File: src/rtl/sync_det_pkg.sv
package sync_det_pkg;
  localparam int unsigned SD_PINS  = 4;
  localparam int unsigned SD_CHANS = 6;
endpackage

File: src/rtl/sd_pin_front.sv
module sd_pin_front #(
  parameter int unsigned NUM_PINS = 4
) (
  input  logic                clk,
  input  logic                rst_n,
  input  logic [NUM_PINS-1:0] pins_i,
  input  logic                edge_mode_i,
  input  logic [NUM_PINS-1:0] pin_en_i,
  output logic [NUM_PINS-1:0] evt_o
);
  for (genvar p = 0; p < NUM_PINS; p++) begin : g_pin
    logic meta_q, sync_q, prev_q;
    always_ff @(posedge clk) begin
      if (!rst_n) begin
        meta_q <= 1'b0;
        sync_q <= 1'b0;
        prev_q <= 1'b0;
      end else begin
        meta_q <= pins_i[p];
        sync_q <= meta_q;
        prev_q <= sync_q;
      end
    end
    always_comb begin
      if (edge_mode_i) evt_o[p] = pin_en_i[p] & sync_q & ~prev_q;
      else             evt_o[p] = pin_en_i[p] & sync_q;
    end
  end
endmodule

File: src/rtl/sd_chan_route.sv
module sd_chan_route #(
  parameter int unsigned NUM_PINS = 4,
  parameter int unsigned NUM_CH   = 6,
  localparam int unsigned SEL_W   = (NUM_PINS > 1) ? $clog2(NUM_PINS) : 1
) (
  input  logic [NUM_PINS-1:0]     pin_evt_i,
  input  logic [NUM_CH*SEL_W-1:0] sel_i,
  input  logic                    start_en_i,
  input  logic                    hop_en_i,
  input  logic [NUM_CH-1:0]       start_mode_i,
  input  logic [NUM_CH-1:0]       hop_mode_i,
  output logic [NUM_CH-1:0]       start_o,
  output logic [NUM_CH-1:0]       hop_o
);
  for (genvar c = 0; c < NUM_CH; c++) begin : g_ch
    logic [SEL_W-1:0] sel;
    logic             pev;
    assign sel = sel_i[c*SEL_W +: SEL_W];
    always_comb begin
      pev = 1'b0;
      for (int p = 0; p < NUM_PINS; p++) begin
        if (int'(sel) == p) pev = pin_evt_i[p];
      end
    end
    assign start_o[c] = start_en_i & start_mode_i[c] & pev;
    assign hop_o[c]   = hop_en_i & hop_mode_i[c] & pev;
  end
endmodule

File: src/rtl/sd_first_gate.sv
module sd_first_gate (
  input  logic clk,
  input  logic rst_n,
  input  logic first_only_i,
  input  logic event_any_i,
  output logic pass_o
);
  logic lock_q;
  always_ff @(posedge clk) begin
    if (!rst_n) lock_q <= 1'b0;
    else        lock_q <= first_only_i & (lock_q | event_any_i);
  end
  assign pass_o = ~(first_only_i & lock_q);
endmodule

File: src/rtl/sync_event_detector.sv
module sync_event_detector
  import sync_det_pkg::*;
#(
  parameter int unsigned NUM_PINS = SD_PINS,
  parameter int unsigned NUM_CH   = SD_CHANS,
  localparam int unsigned SEL_W   = (NUM_PINS > 1) ? $clog2(NUM_PINS) : 1
) (
  input  logic                    clk,
  input  logic                    rst_n,
  input  logic [NUM_PINS-1:0]     sync_pin_i,
  input  logic                    cfg_hop_en_i,
  input  logic                    cfg_start_en_i,
  input  logic                    cfg_first_only_i,
  input  logic                    cfg_edge_mode_i,
  input  logic [NUM_PINS-1:0]     cfg_pin_en_i,
  input  logic [NUM_CH*SEL_W-1:0] ch_pin_sel_i,
  input  logic [NUM_CH-1:0]       ch_start_pin_mode_i,
  input  logic [NUM_CH-1:0]       ch_hop_pin_mode_i,
  output logic [NUM_CH-1:0]       start_pulse_o,
  output logic [NUM_CH-1:0]       hop_pulse_o
);
  logic [NUM_PINS-1:0] pin_evt;
  logic [NUM_CH-1:0]   raw_start, raw_hop;
  logic                pass;

  sd_pin_front #(.NUM_PINS(NUM_PINS)) u_front (
    .clk(clk), .rst_n(rst_n), .pins_i(sync_pin_i),
    .edge_mode_i(cfg_edge_mode_i), .pin_en_i(cfg_pin_en_i), .evt_o(pin_evt)
  );

  sd_chan_route #(.NUM_PINS(NUM_PINS), .NUM_CH(NUM_CH)) u_route (
    .pin_evt_i(pin_evt), .sel_i(ch_pin_sel_i),
    .start_en_i(cfg_start_en_i), .hop_en_i(cfg_hop_en_i),
    .start_mode_i(ch_start_pin_mode_i), .hop_mode_i(ch_hop_pin_mode_i),
    .start_o(raw_start), .hop_o(raw_hop)
  );

  sd_first_gate u_gate (
    .clk(clk), .rst_n(rst_n), .first_only_i(cfg_first_only_i),
    .event_any_i((|raw_start) | (|raw_hop)), .pass_o(pass)
  );

  always_ff @(posedge clk) begin
    if (!rst_n) begin
      start_pulse_o <= '0;
      hop_pulse_o   <= '0;
    end else begin
      start_pulse_o <= raw_start & {NUM_CH{pass}};
      hop_pulse_o   <= raw_hop & {NUM_CH{pass}};
    end
  end
endmodule

File: config.mk
export PLATFORM = sky130hd
export DESIGN_NAME = sync_event_detector
export DESIGN_NICKNAME = d
export VERILOG_FILES = /design/src/rtl/sync_det_pkg.sv /design/src/rtl/sd_pin_front.sv /design/src/rtl/sd_chan_route.sv /design/src/rtl/sd_first_gate.sv /design/src/rtl/sync_event_detector.sv
export SDC_FILE = /design/constraint.sdc
export NUM_CORES = 1
export LEC_CHECK = 0
export ABC_CLOCK_PERIOD_IN_PS = 4850
export CAP_MARGIN = 5
export CORE_MARGIN = 3
export CORE_UTILIZATION = 41
export DETAILED_ROUTE_END_ITERATION = 8
export PLACE_DENSITY = 0.81
export SYNTH_ARGS = -nofsm -noshare
export SYNTH_HDL_FRONTEND = slang
export SYNTH_SLANG_ARGS = --single-unit
File: constraint.sdc
create_clock -name clk -period 4.85 [get_ports clk]
set_clock_uncertainty 0.05 [all_clocks]
set_input_delay 1.2125 -clock clk [delete_from_list [all_inputs] [get_ports clk]]
set_output_delay 1.2125 -clock clk [all_outputs]
set_load 0.01 [all_outputs]
==> summary.log, run 1 <==
INFO  logic_synthesis synthFlopType=sky130_fd_sc_hd__dfxtp_1
INFO  worst_setup_path critical_path.startpoint_type=primary input
INFO  clock_tree     clk_path_buf_depth=2
INFO  clock_tree     cts.clk_slew.worst_paths=140ps
INFO  logic_synthesis synthDistinctLibCells=18
INFO  pwr            power_density=237nW/um^2
INFO  place          place_hpwl=1960um
INFO  layout         insertedDiodeCount=0
INFO  routing        post_drt_via_cell_ratio=5.20
INFO  logic_synthesis synth_cells=93
INFO  sta            fin_crit_sh=59.1%
INFO  sta            tightestPinTransition=380ps
INFO  logic_synthesis synth-warning-count=0
INFO  sta            rsz0062_at_grt=false
INFO  worst_setup_path startpoint=cfg_edge_mode_i
INFO  worst_setup_path crit_arrival=3050ps
INFO  worst_setup_path critPathMaxFanout=4
INFO  floorplanning  std_cell_rows=17
INFO  clock_tree     cts_hold_bufs=0
INFO  clock_tree     clock_tree.htree_level_count=1
INFO  global_route   first_pass_grt_wire_length=3620um
INFO  outcome        status=completed
INFO  sta            setup_viol=0
INFO  min_path       hold_class=reg2reg
INFO  min_path       hold_path_depth=1
INFO  place          place.port_buffers=49
INFO  routing        drt-initial-drc-count=11
INFO  worst_setup_path reg2reg_from=u_front.g_pin[0].prev_q
INFO  sta            timing.final.hold_violations=0
INFO  worst_setup_path timing.critical_path.required=5040ps
INFO  worst_setup_path cp-end-kind=flop
INFO  global_route   vias_in_the_first_global_route=910
INFO  worst_setup_path worst_path_largest_cell_delay=540ps
INFO  worst_setup_path setup.worst_path.class=in2reg
INFO  logic_synthesis synth_edf_count=0
INFO  clock_tree     post-cts-setup-buffers=0
INFO  logic_synthesis seq_area_frac_synth=50.6%
INFO  logic_synthesis ys_async_sr_fraction=0%
INFO  global_route   globalRoute.totalOverflow=0
INFO  sta            max_clock_freq=349MHz
INFO  clock_tree     post_cts.resized_instances=0
INFO  run            max_cap_violations=0
INFO  logic_synthesis yosys_register_bits=25
INFO  layout         final_layout_size_suffix_gt1_share=9.03%
INFO  floorplanning  ports_placed_on_the_boundary=50
INFO  floorplanning  start_util=43.8%
INFO  routing        detailroute.via_count=894
INFO  worst_setup_path cp_slowest_cell=sky130_fd_sc_hd__clkdlybuf4s50_1
INFO  sta            finalSetupTns=0ps
INFO  layout         syn2layout_area_growth=55.4%
INFO  floorplanning  area_enclosed_by_the_die_boundary=3040squm
INFO  clock_tree     number_of_buffers_created_by_cts=3
INFO  global_route   gr-usage-all-layers=16.9%
INFO  pwr            power.leakage=0.603nW
INFO  pwr            worst_ir_drop_vdd=157uV
INFO  routing        wl_per_cell=13.9um
INFO  floorplanning  die_width=55.1um
INFO  clock_tree     cts.root.buffer_cell=sky130_fd_sc_hd__clkbuf_4
INFO  clock_tree     cts_tree=built
INFO  routing        antenna_violating_nets_post_route=0
INFO  logic_synthesis synth_area_per_cell=10.6squm
INFO  routing        wl=2390um
INFO  sta            timing_max_transition_violations_final=0
INFO  clock_tree     clock-sinks=25
INFO  pwr            fin_total_pwr=0.365mW
INFO  sta            slew_headroom=74.6%
INFO  min_path       holdCritStartpoint=u_front.g_pin[2].meta_q
INFO  global_route   antenna_found_initial=0
INFO  logic_synthesis mappedNetlistArea=988squm
INFO  worst_setup_path series_of_cell_instances_along_the_critical_path=clkdlybuf4s50_1 > nand2_1 > and3_1 > mux4_2 > nand3_2 > o211ai_1 > o311a_1
INFO  sta            final_period_minus_worst_setup_slack=2860ps
INFO  clock_tree     insertion_delay=330ps
INFO  floorplanning  fp.dieH=55.1um
INFO  logic_synthesis synthesis.nets=131
INFO  floorplanning  fp.coreArea=2250squm
INFO  routing        drt_pass1_iterations=4
INFO  global_route   grt_start_max_net_pins=16
INFO  worst_setup_path reg2regPathDepth=6
INFO  layout         final_nets=183
INFO  place          routabilityCongestion=0.759
INFO  routing        route.detailed.drc=0
## critical path, delay by kind of cell
| family | cells | cell delay [ps] |
|---|---|---|
| multiplexers | 1 | 480 |
| AO/OA/AOI/OAI | 2 | 420 |
| buffers and inverters | 1 | 540 |
| AND/OR/NAND/NOR | 3 | 400 |
## placed cells by master (no fill, tap or decap), drive strengths merged, types with 3 or more instances in the layout
cell,instances
nor2,9
mux4,6
dfxtp,25
and3,10
nand3,6
and2,13
clkdlybuf4s50,49
clkbuf,3
nand2,14
a22oi,3
## cells by family after synthesis
| logic type | Yosys count | synth area share, % |
|---|---|---|
| AO/OA/AOI/OAI | 7 | 5.70 |
| AND/OR/NAND/NOR | 53 | 28.9 |
| flip-flops | 25 | 50.6 |
| multiplexers | 6 | 14.1 |
| buffers and inverters | 2 | 0.760 |
## registers in the layout (all words and copies together) (netlist names)
register / count
start_pulse_o: 6
hop_pulse_o: 6
u_front.g_pin.sync_q: 4
u_gate.lock_q: 1
u_front.g_pin.meta_q: 4
u_front.g_pin.prev_q: 4
## path summary, 6_finish.rpt
kind,endpoint,slack [ps]
setup / recovery,u_gate.lock_q,1990
hold / removal,u_front.g_pin[2].sync_q,400
setup reg to reg,u_gate.lock_q,3090
hold reg to reg,u_front.g_pin[2].sync_q,400
## synth_stat cells, drive strengths merged (2+ instances only)
cell	number	area share, %
a22oi	3	2.3
and2	13	8.2
and3	10	7.3
nand2	14	5.6
nor2	9	3.4
dfxtp	25	51
mux4	6	14
nand3	6	3.5
clkbuf	2	0.76
## report_power, final
group | total (mW) | internal (mW) | switching, mW
sequential | 0.212 | 0.211 | 0.00191
combinational | 0.0565 | 0.0381 | 0.0183
clock | 0.0960 | 0.0316 | 0.0644
total | 0.365 | 0.280 | 0.0847
## layout make-up
class                      count  area [sq um]
multi-input combinational     66           480
tap                           28          35.0
timing repair buffer          49           490
fill                         180           718
clock inverter                 1          7.51
clock buffer                   3          22.5
sequential                    25           500
## metal layers
metal,wire [um],vias to the layer above,part of all wire (%),GRT usage [%]
met2,1310,35,55,35.4
met5,0,-,0,0
met3,173,5,7.2,2.68
met4,43,0,1.8,6.07
li1,-,431,-,-
met1,864,423,36,15.8
## through the flow
step	hold slack (ps)	setup slack (ps)	util, %	cell area (sq um)	instances
floorplan	356	2290	-	988	93
global placement	358	1690	66.8	1510	168
detailed placement	371	1620	66.8	1510	168
CTS	404	1980	68.1	1540	172
global route	428	1860	68.1	1540	172
finish	396	1990	68.1	1540	172
(Power assumes the default switching activity.)
==> run 2, diff against run 1 <==
--- a/config.mk
+++ b/config.mk
@@ -5,12 +5,12 @@
 export SDC_FILE = /design/constraint.sdc
 export NUM_CORES = 1
 export LEC_CHECK = 0
-export ABC_CLOCK_PERIOD_IN_PS = 4850
+export ABC_CLOCK_PERIOD_IN_PS = 2500
 export CAP_MARGIN = 5
 export CORE_MARGIN = 3
-export CORE_UTILIZATION = 41
+export CORE_UTILIZATION = 35
 export DETAILED_ROUTE_END_ITERATION = 8
-export PLACE_DENSITY = 0.81
+export PLACE_DENSITY = 0.73
 export SYNTH_ARGS = -nofsm -noshare
 export SYNTH_HDL_FRONTEND = slang
 export SYNTH_SLANG_ARGS = --single-unit
==> constraint.sdc (replaced) <==
create_clock -name clk -period 2.5 [get_ports clk]
set_clock_uncertainty 0.05 [all_clocks]
set_input_delay 0.625 -clock clk [delete_from_list [all_inputs] [get_ports clk]]
set_output_delay 0.625 -clock clk [all_outputs]
set_load 0.01 [all_outputs]
==> summary.log, run 2 (synthesis gave the netlist of run 1 again) <==
INFO  worst_setup_path timing.critical_path.required=2670ps [was 5040 ps]
INFO  global_route   grt_start_max_net_pins=16 [unchanged]
INFO  routing        detailroute.via_count=903 [was 894]
INFO  layout         insertedDiodeCount=0 [unchanged]
INFO  min_path       holdCritStartpoint=u_front.g_pin[3].meta_q [was u_front.g_pin[2].meta_q]
INFO  sta            slew_headroom=72.9% [was 74.6%]
INFO  sta            rsz0062_at_grt=false [unchanged]
INFO  sta            timing.final.hold_violations=0 [unchanged]
INFO  worst_setup_path critical_path.startpoint_type=primary input [unchanged]
INFO  worst_setup_path cp-end-kind=flop [unchanged]
INFO  floorplanning  die_width=59.1um [was 55.1 um]
INFO  layout         final_layout_size_suffix_gt1_share=12.0% [was 9.03%]
INFO  clock_tree     post_cts.resized_instances=0 [unchanged]
INFO  routing        drt_pass1_iterations=4 [unchanged]
INFO  layout         final_nets=189 [was 183]
INFO  sta            worst_slack=190ps [was 1990 ps]
INFO  worst_setup_path reg2regPathDepth=6 [unchanged]
INFO  sta            max_clock_freq=433MHz
INFO  min_path       hold_class=reg2reg [unchanged]
INFO  place          place.port_buffers=49 [unchanged]
INFO  clock_tree     cts_tree=built [unchanged]
INFO  routing        wl=2520um [was 2390 um]
INFO  layout         reg_top3=hop_pulse_o: 6 flops, start_pulse_o: 6 flops [unchanged]
INFO  sta            tightestPinTransition=405ps [was 380 ps]
INFO  floorplanning  fp.coreArea=2590squm [was 2250 sq um]
INFO  sta            timing_max_transition_violations_final=0 [unchanged]
INFO  worst_setup_path critPathMaxFanout=4 [unchanged]
INFO  layout         fin_util=61.0% [was 68.1%]
INFO  global_route   first_pass_grt_wire_length=3970um [was 3620 um]
INFO  min_path       hold_path_depth=1 [unchanged]
INFO  layout         fill_cell_instance_count_of_the_final_layout=223 [was 180]
INFO  clock_tree     clk_path_buf_depth=2 [unchanged]
INFO  worst_setup_path reg2reg_from=u_front.g_pin[0].prev_q [unchanged]
INFO  routing        post_drt_via_cell_ratio=5.02 [was 5.20]
INFO  clock_tree     number_of_buffers_created_by_cts=3 [unchanged]
INFO  routing        wl_per_cell=14.0um [was 13.9 um]
INFO  place          routabilityCongestion=0.751 [was 0.759]
INFO  clock_tree     clock-sinks=25 [unchanged]
INFO  clock_tree     post-cts-setup-buffers=0 [unchanged]
INFO  routing        antenna_violating_nets_post_route=0 [unchanged]
INFO  global_route   antenna_found_initial=0 [unchanged]
INFO  place          place_hpwl=2060um [was 1960 um]
INFO  run            max_cap_violations=0 [unchanged]
INFO  worst_setup_path cpLargestDelayFamily=multiplexers [was buffers and inverters]
INFO  sta            finalSetupTns=0ps [unchanged]
INFO  routing        drt-initial-drc-count=14 [was 11]
INFO  outcome        status=completed [unchanged]
INFO  sta            final_period_minus_worst_setup_slack=2310ps
INFO  floorplanning  area_enclosed_by_the_die_boundary=3500squm [was 3040 sq um]
INFO  worst_setup_path series_of_cell_instances_along_the_critical_path=clkdlybuf4s50_1 > nand2_1 > and3_1 > mux4_1 > nand2_1 > nand3b_1 > o311a_1 [was clkdlybuf4s50_1 > nand2_1 > and3_1 > mux4_2 > nand3_2 > o211ai_1 > o311a_1]
INFO  layout         final_common_cell=sky130_fd_sc_hd__clkdlybuf4s50_1 [unchanged]
INFO  layout         multi_input_area=480squm [unchanged]
INFO  pwr            worst_ir_drop_vdd=309uV [was 157 uV]
INFO  clock_tree     cts.root.buffer_cell=sky130_fd_sc_hd__clkbuf_4 [unchanged]
INFO  global_route   vias_in_the_first_global_route=934 [was 910]
INFO  clock_tree     cts.clk_slew.worst_paths=140ps [about the same]
INFO  clock_tree     insertion_delay=310ps [was 330 ps]
INFO  sta            final.hold.worst_slack=399ps [was 396 ps]
INFO  layout         most-common-layout-cells=sky130_fd_sc_hd__clkdlybuf4s50_1 (49), sky130_fd_sc_hd__dfxtp_1 (25), sky130_fd_sc_hd__and2_1 (13), sky130_fd_sc_hd__nand2_1 (13), sky130_fd_sc_hd__nor2_1 (9) [unchanged]
INFO  sta            fin_crit_sh=92.4%
INFO  pwr            power.leakage=0.630nW [was 0.603 nW]
INFO  place          detailed_place.area=1550squm [was 1510 sq um]
INFO  worst_setup_path cp_slowest_cell=sky130_fd_sc_hd__mux4_1 [was sky130_fd_sc_hd__clkdlybuf4s50_1]
INFO  layout         syn2layout_area_growth=59.9% [was 55.4%]
INFO  worst_setup_path crit_path_frequent_cell=sky130_fd_sc_hd__nand2_1
INFO  floorplanning  fp.dieH=59.1um [was 55.1 um]
INFO  floorplanning  ports_placed_on_the_boundary=50 [unchanged]
INFO  pwr            power_density=446nW/um^2 [was 237 nW/um^2]
INFO  floorplanning  start_util=38.2% [was 43.8%]
INFO  worst_setup_path crit_arrival=2480ps [was 3050 ps]
INFO  clock_tree     clock_tree.htree_level_count=1 [unchanged]
INFO  global_route   globalRoute.totalOverflow=0 [unchanged]
INFO  clock_tree     cts_hold_bufs=0 [unchanged]
INFO  routing        route.detailed.drc=0 [unchanged]
INFO  worst_setup_path setup.worst_path.class=in2reg [unchanged]
INFO  layout         area_taken_by_flip_flops_and_latches=500squm [unchanged]
INFO  worst_setup_path path_depth=7 [unchanged]
INFO  worst_setup_path startpoint=cfg_edge_mode_i [unchanged]
INFO  place          pre_cts_ws=-157ps [was 1620 ps]
INFO  worst_setup_path worst_path_largest_cell_delay=550ps [was 540 ps]
INFO  global_route   gr-usage-all-layers=14.8% [was 16.9%]
INFO  floorplanning  std_cell_rows=18 [was 17]
INFO  worst_setup_path path_buf_inv=1 [unchanged]
INFO  sta            setup_viol=0 [unchanged]
INFO  layout         design_area=1580squm [was 1540 sq um]
-- run 2: layout make-up --
type                       instances  share of cell area (%)
timing repair buffer              55                    33.9
sequential                        25                    31.7
multi-input combinational         66                    30.4
tap                               30                    2.38
clock buffer                       4                    1.66
-- run 2: power breakdown --
group          switching [mW]  internal (mW)
clock network           0.117         0.0623
registers             0.00380          0.408
logic                  0.0363         0.0767
-- run 2: layer usage --
layer / track usage [%] / wire, um / up-vias
met4: 3.88 / 10 / 0
met3: 3.49 / 217 / 2
met1: 15.2 / 885 / 424
li1: - / - / 443
met2: 29.5 / 1410 / 34
met5: 0 / 0 / -
-- run 2: path summary, 6_finish.rpt --
path	end	slack (ps)
min	u_front.g_pin[3].sync_q	400
max reg2reg	u_gate.lock_q	720
min reg2reg	u_front.g_pin[3].sync_q	400
max	u_gate.lock_q	190
-- run 2: per-stage QoR --
stage | total power, mW | std cells
global route | 0.742 | 180
CTS | 0.706 | 180
floorplan | 0.455 | 93
detailed placement | 0.534 | 176
finish | 0.704 | 180
global placement | 0.532 | 176
